--- src/rtl/dzq_pkg.sv ---
package dzq_pkg;

  typedef enum logic { MODE_TRUNC = 1'b0, MODE_ROUND = 1'b1 } reduce_mode_e;

  // Step shift for a level code: each deeper level keeps one more bit.
  function automatic int unsigned step_shift(int unsigned base, int unsigned lvl);
    return base - lvl;
  endfunction

  // Level code clamped to the deepest configured level.
  function automatic int unsigned clamp_level(int unsigned lvl, int unsigned levels);
    return (lvl < levels) ? lvl : levels - 1;
  endfunction

endpackage

--- src/rtl/dzq_mag_stage.sv ---
module dzq_mag_stage #(
  parameter int COEF_W     = 16,
  parameter int LEVELS     = 4,
  parameter int BASE_SHIFT = 6,
  localparam int LVL_W     = $clog2(LEVELS),
  localparam int SH_W      = $clog2(BASE_SHIFT + 1),
  localparam int TAB_N     = 2 ** LVL_W
) (
  input  logic                     clk,
  input  logic                     rst_n,
  input  logic                     in_valid,
  input  logic signed [COEF_W-1:0] in_coef,
  input  logic                     in_round,
  input  logic [1:0]               in_band,
  input  logic [LVL_W-1:0]         in_level,
  output logic                     s1_valid,
  output logic                     s1_neg,
  output logic [COEF_W-1:0]        s1_mag,
  output logic [SH_W-1:0]          s1_shift,
  output logic                     s1_round,
  output logic [1:0]               s1_band,
  output logic [LVL_W-1:0]         s1_level
);
  import dzq_pkg::*;

  // Shift per level code, filled at elaboration; unused codes take the deepest level.
  logic [SH_W-1:0] shift_tab [TAB_N];
  for (genvar g = 0; g < TAB_N; g++) begin : g_shift_tab
    assign shift_tab[g] = SH_W'(step_shift(BASE_SHIFT, clamp_level(g, LEVELS)));
  end

  // Magnitude in COEF_W unsigned bits: the most negative code maps to 2^(COEF_W-1).
  logic [COEF_W-1:0] mag_c;
  always_comb begin
    mag_c = in_coef[COEF_W-1] ? (~in_coef + 1'b1) : in_coef;
  end

  always_ff @(posedge clk) begin
    if (!rst_n) begin
      s1_valid <= 1'b0;
      s1_neg   <= 1'b0;
      s1_mag   <= '0;
      s1_shift <= '0;
      s1_round <= 1'b0;
      s1_band  <= '0;
      s1_level <= '0;
    end else begin
      s1_valid <= in_valid;
      s1_neg   <= in_coef[COEF_W-1];
      s1_mag   <= mag_c;
      s1_shift <= shift_tab[in_level];
      s1_round <= in_round;
      s1_band  <= in_band;
      s1_level <= in_level;
    end
  end

endmodule

--- src/rtl/dzq_reduce_stage.sv ---
module dzq_reduce_stage #(
  parameter int COEF_W     = 16,
  parameter int LEVELS     = 4,
  parameter int BASE_SHIFT = 6,
  localparam int LVL_W     = $clog2(LEVELS),
  localparam int SH_W      = $clog2(BASE_SHIFT + 1)
) (
  input  logic               clk,
  input  logic               rst_n,
  input  logic               s1_valid,
  input  logic               s1_neg,
  input  logic [COEF_W-1:0]  s1_mag,
  input  logic [SH_W-1:0]    s1_shift,
  input  logic               s1_round,
  input  logic [1:0]         s1_band,
  input  logic [LVL_W-1:0]   s1_level,
  output logic               out_valid,
  output logic               out_sign,
  output logic [COEF_W-1:0]  out_mag,
  output logic [1:0]         out_band,
  output logic [LVL_W-1:0]   out_level
);
  import dzq_pkg::*;

  // Half-step bias is added to the magnitude only when rounding, so ties move away from zero.
  logic [COEF_W:0]   bias;
  logic [COEF_W:0]   biased;
  logic [COEF_W-1:0] idx;
  logic              idx_zero;

  always_comb begin
    bias = '0;
    if (reduce_mode_e'(s1_round) == MODE_ROUND && s1_shift != '0) begin
      bias = (COEF_W+1)'(1) << (s1_shift - 1'b1);
    end
    biased   = {1'b0, s1_mag} + bias;
    idx      = COEF_W'(biased >> s1_shift);
    idx_zero = (idx == '0);
  end

  always_ff @(posedge clk) begin
    if (!rst_n) begin
      out_valid <= 1'b0;
      out_sign  <= 1'b0;
      out_mag   <= '0;
      out_band  <= '0;
      out_level <= '0;
    end else begin
      out_valid <= s1_valid;
      out_sign  <= s1_neg & ~idx_zero;
      out_mag   <= idx;
      out_band  <= s1_band;
      out_level <= s1_level;
    end
  end

endmodule

--- src/rtl/dzq_quantizer.sv ---
module dzq_quantizer #(
  parameter int COEF_W     = 16,
  parameter int LEVELS     = 4,   // at least 2; BASE_SHIFT must be at least LEVELS-1
  parameter int BASE_SHIFT = 6,
  localparam int LVL_W     = $clog2(LEVELS),
  localparam int SH_W      = $clog2(BASE_SHIFT + 1)
) (
  input  logic                     clk,
  input  logic                     rst_n,
  input  logic                     in_valid,
  input  logic signed [COEF_W-1:0] in_coef,
  input  logic                     in_round,
  input  logic [1:0]               in_band,
  input  logic [LVL_W-1:0]         in_level,
  output logic                     out_valid,
  output logic                     out_sign,
  output logic [COEF_W-1:0]        out_mag,
  output logic [1:0]               out_band,
  output logic [LVL_W-1:0]         out_level
);

  logic              s1_valid;
  logic              s1_neg;
  logic [COEF_W-1:0] s1_mag;
  logic [SH_W-1:0]   s1_shift;
  logic              s1_round;
  logic [1:0]        s1_band;
  logic [LVL_W-1:0]  s1_level;

  dzq_mag_stage #(
    .COEF_W(COEF_W), .LEVELS(LEVELS), .BASE_SHIFT(BASE_SHIFT)
  ) u_mag (
    .clk(clk), .rst_n(rst_n),
    .in_valid(in_valid), .in_coef(in_coef), .in_round(in_round),
    .in_band(in_band), .in_level(in_level),
    .s1_valid(s1_valid), .s1_neg(s1_neg), .s1_mag(s1_mag), .s1_shift(s1_shift),
    .s1_round(s1_round), .s1_band(s1_band), .s1_level(s1_level)
  );

  dzq_reduce_stage #(
    .COEF_W(COEF_W), .LEVELS(LEVELS), .BASE_SHIFT(BASE_SHIFT)
  ) u_reduce (
    .clk(clk), .rst_n(rst_n),
    .s1_valid(s1_valid), .s1_neg(s1_neg), .s1_mag(s1_mag), .s1_shift(s1_shift),
    .s1_round(s1_round), .s1_band(s1_band), .s1_level(s1_level),
    .out_valid(out_valid), .out_sign(out_sign), .out_mag(out_mag),
    .out_band(out_band), .out_level(out_level)
  );

endmodule

--- config.mk ---
export PLATFORM = sky130hd
export DESIGN_NAME = dzq_quantizer
export DESIGN_NICKNAME = d
export VERILOG_FILES = /design/src/rtl/dzq_pkg.sv /design/src/rtl/dzq_mag_stage.sv /design/src/rtl/dzq_reduce_stage.sv /design/src/rtl/dzq_quantizer.sv
export SDC_FILE = /design/constraint.sdc
export NUM_CORES = 1
export LEC_CHECK = 0
export BUFFER_PORTS_ARGS = -buffer_cell sky130_fd_sc_hd__clkbuf_2
export CAP_MARGIN = 0
export CORE_MARGIN = 5
export CORE_UTILIZATION = 35
export DETAILED_ROUTE_END_ITERATION = 10
export PLACE_DENSITY = 0.51
export SLEW_MARGIN = 30
export SYNTH_ARGS = -nofsm -noshare
export SYNTH_HDL_FRONTEND = slang
export SYNTH_SLANG_ARGS = --single-unit
--- constraint.sdc ---
create_clock -name clk -period 4.9 [get_ports clk]
set_clock_uncertainty 0.05 [all_clocks]
set_input_delay 0.245 -clock clk [delete_from_list [all_inputs] [get_ports clk]]
set_output_delay 0.245 -clock clk [all_outputs]
set_load 0.01 [all_outputs]
==> summary.md <==
| Metric | Value |
|---|---|
| Run status | finished, final reports clean |
| Path category of the worst min-delay check | primary input to flop |
| RSZ-0062 raised after global routing | false |
| Highest-delay cell along the critical path | sky130_fd_sc_hd__or4b_4 |
| EDFF count, synth | 0 |
| Half-perimeter wire length after placement | 5.848 mm |
| Clk buf depth | 2 |
| Number of nets produced by synthesis | 396 |
| Commonest non-fill, non-tap cell in the layout | sky130_fd_sc_hd__nor2_1 |
| Length of routed wiring on met1 | 3.323 mm |
| Gp weighted congestion | 0.8665 |
| Clk slew on worst S/H paths | 0.09 ns |
| Start-to-end type of the worst setup path | flop to flop |
| Count of antenna diodes in the layout | 0 |
| First-pass GRT wire length | 11.96 mm |
| End-of-flow core utilization | 40.77% |
| Post-synthesis cell area | 0.002924 mm2 |
| Number of failing setup endpoints in the final timing report | 0 |
| Worst IR drop on VDD | 107.6 uV |
| Critical path buffers and inverters | 3 |
| Setup TNS after final layout | 0 ns |
| Top Ports | 46 |
| Worst Tran Pin Value | 0.7059 ns |
| Vias per std cell | 5.191 |
| Clock latency on the worst-skew pair | 0.31 ns |
| Number of input and output port buffers inserted | 45 |
| Root buf cell | sky130_fd_sc_hd__clkbuf_8 |
| Core area | 0.008175 mm2 |
| Proportion of synthesized chip area in sequential cells | 32.18% |
| Worst-case headroom to the max-slew limit | 52.34% |
| Global-route total usage across every layer | 14.53% |
| Die area | 0.01028 mm2 |
| Hold-fix buffers at CTS | 0 |
| H-tree levels | 2 |
| Post-layout instance count excluding filler cells | 507 |
| DRC violation count after routing | 0 |
| Number of vias in the routed layout | 2,632 |
| Area added between synthesis and finish | 13.99% |
| Critical Path Sink Type | flop |
| Post-Synthesis Cells | 361 |
| Design Area, Final | 0.003333 mm2 |
| Final Slew Violations | 0 |
| Number of cells upsized or downsized after cts | 0 |
| Cells after DPL | 499 |
| Standard cell area after detailed placement | 0.003217 mm2 |
| Average wire length per cell after detail routing | 14.32 um |
| Power per Cell Area | 280.8 mW/mm2 |
| Commonest cells after routing, fill and taps aside | 57 x sky130_fd_sc_hd__nor2_1, 47 x sky130_fd_sc_hd__dfxtp_1, 45 x sky130_fd_sc_hd__clkbuf_2 |
| DRT Pass-1 Iters | 4 |
| Number of nets in the final layout | 436 |
| Die width | 101.4 um |
| Longest individual stage delay on the worst path | 0.56 ns |
| Cell Chain, Critical Path | inv_1, buf_4, nand2_1, nor2_1, ha_1, inv_1, fa_1, nand2b_1, a211oi_2, nor2_1, xnor2_1, o211ai_1, mux2i_1, or4b_4, nor4b_2, a31oi_1 |
| Period utilization | 79.80% |
| Largest delay share family, worst path | simple AND/OR/NAND/NOR gates |
| Setup repair bufs after CTS | 0 |
| Via count of the first global-routing pass | 2,498 |
| Largest net degree at the start of global routing | 28 |
| Max FO, Critical Path | 12 |
| Number of buffers added by the clock tree synthesis step | 5 |
| Fraction of registers with async set/reset | 0% |
| Ys Warns | 0 |
| Cell type with the largest total area after synthesis | sky130_fd_sc_hd__dfxtp_1 |
| Iteration-0 DRC count of the detailed router | 205 |
| Routed wire length | 7.262 mm |
| Final Critical Period | 3.910 ns |
| Mean instance size in the synthesized netlist | 8.100 um2 |
| Total chip power | 0.9359 mW |
| TritonCTS clock tree | yes |
| Lkg Pwr | 1.397 nW |
| Number of hold violations in the final report | 0 |
| Clock sinks | 47 |
| Max frequency | 0.2557 GHz |
| Height of the die | 101.4 um |
| Initial antenna violation count | 0 |
| Met3 Routed Length | 445 um |
| Count of standard-cell rows | 33 |
| FF+latch count, synth | 47 |
| CP startpoint kind | flop |
| Worst EP required | 5.05 ns |
| Detail Route Antenna Nets | 0 |
| Layout cell share with drive strength beyond 1 | 19.15% |
| Initial Utilization | 35.77% |
| Met2 layer wire length in the routed design | 3.263 mm |
| Top cell type's share of synthesized area | 32.18% |
| Critical Path AT | 4.06 ns |
| Top routing layer in use | met4 |
| Number of different library cells in the post-synthesis netlist | 66 |
| Most used flip-flop cell after synthesis | sky130_fd_sc_hd__dfxtp_1 |
| Cell types with the largest area share after synthesis | sky130_fd_sc_hd__dfxtp_1 32%, sky130_fd_sc_hd__nor2_1 7.3%, sky130_fd_sc_hd__ha_1 4.3%, sky130_fd_sc_hd__xor2_1 4.2%, sky130_fd_sc_hd__nand2_1 4.0% |
| Remaining global-route overflow | 0 |
| Max-cap violations | 0 |
==> Yosys cell counts, types with 4 or more instances <==
master / number
sky130_fd_sc_hd__ha_1: 10
sky130_fd_sc_hd__a211oi_1: 8
sky130_fd_sc_hd__nor2_1: 57
sky130_fd_sc_hd__xor2_1: 14
sky130_fd_sc_hd__nand3_1: 5
sky130_fd_sc_hd__o21ai_0: 18
sky130_fd_sc_hd__buf_6: 4
sky130_fd_sc_hd__nand2_1: 31
sky130_fd_sc_hd__o211ai_1: 6
sky130_fd_sc_hd__clkbuf_1: 11
sky130_fd_sc_hd__a21oi_1: 12
sky130_fd_sc_hd__xnor2_1: 10
sky130_fd_sc_hd__nor2b_1: 4
sky130_fd_sc_hd__and2_1: 18
sky130_fd_sc_hd__dfxtp_1: 47
sky130_fd_sc_hd__or3_1: 4
sky130_fd_sc_hd__o22ai_1: 4
sky130_fd_sc_hd__mux2i_1: 7
sky130_fd_sc_hd__inv_1: 9
sky130_fd_sc_hd__nand2b_1: 7
sky130_fd_sc_hd__nor3_1: 10
==> registers in the layout (all words and copies together) (netlist names) <==
signal              flops
u_mag.s1_mag           16
u_reduce.out_valid      1
u_mag.s1_shift          2
u_mag.s1_band           2
u_reduce.out_mag       16
u_mag.s1_neg            1
u_reduce.out_band       2
u_mag.s1_round          1
u_reduce.out_level      2
u_mag.s1_level          2
u_reduce.out_sign       1
u_mag.s1_valid          1
==> metrics by stage <==
stage | hold WS (ns) | setup slack [ns]
after floorplan | 0.2716 | 1.146
after global placement | 0.3679 | 1.067
after detailed placement | 0.3687 | 0.9847
after CTS | 0.05968 | 0.9945
after global routing | 0.05702 | 0.7222
final | 0.06862 | 0.9896
==> cells by family (layout without fill, tap and decap cells) <==
kind of cell	count (synthesis)	in the layout	share of synthesized area (%)
other cells	1	1	0.1282
mux	10	10	3.552
buf+inv	29	70	5.263
simple gates	152	152	25.20
compound gates	87	87	21.52
fa+ha+maj	11	11	4.964
xor+xnor	24	24	7.189
flops	47	47	32.18
==> power breakdown <==
group / total, mW / internal, mW / switching, mW
Clock: 0.293 / 0.155 / 0.138
Sequential: 0.429 / 0.410 / 0.0190
Combinational: 0.214 / 0.0912 / 0.123
Total: 0.936 / 0.656 / 0.280
==> per-layer routing <==
| layer | vias to the layer above | GRT usage [%] |
|---|---|---|
| li1 | 1355 | - |
| met4 | 0 | 6.237 |
| met2 | 85 | 22.28 |
| met3 | 20 | 2.686 |
| met1 | 1172 | 19.92 |
| met5 | - | 0 |
==> worst reg2reg max path: stages, from the launching register on <==
cell                       delay (ns)
sky130_fd_sc_hd__dfxtp_1         0.40
sky130_fd_sc_hd__inv_1           0.09
sky130_fd_sc_hd__buf_4           0.18
sky130_fd_sc_hd__nand2_1         0.12
sky130_fd_sc_hd__nor2_1          0.12
sky130_fd_sc_hd__ha_1            0.19
sky130_fd_sc_hd__inv_1           0.06
sky130_fd_sc_hd__fa_1            0.39
sky130_fd_sc_hd__nand2b_1        0.19
sky130_fd_sc_hd__a211oi_2        0.38
sky130_fd_sc_hd__nor2_1          0.11
sky130_fd_sc_hd__xnor2_1         0.14
sky130_fd_sc_hd__o211ai_1        0.27
sky130_fd_sc_hd__mux2i_1         0.19
sky130_fd_sc_hd__or4b_4          0.56
sky130_fd_sc_hd__nor4b_2         0.28
sky130_fd_sc_hd__a31oi_1         0.10
==> final cells by class <==
class / count / area (um2)
clock buffers: 5 / 68.82
clock inverters: 3 / 47.55
fillers: 845 / 4842
inverters: 10 / 37.54
multi-input cells: 285 / 1829
flip-flops and latches: 47 / 940.9
well taps: 105 / 131.4
repair buffers: 52 / 277.8
==> final timing paths <==
kind,start,end,slack (ns),depth (start not counted)
max,u_mag.s1_shift[2],u_reduce.out_sign,0.99,16
min,in_coef[14],u_mag.s1_mag[15],0.07,2
max reg2reg,u_mag.s1_shift[2],u_reduce.out_sign,0.99,16
min reg2reg,u_mag.s1_valid,u_reduce.out_valid,0.39,1
Note: power is estimated with default switching activity, not from simulation.
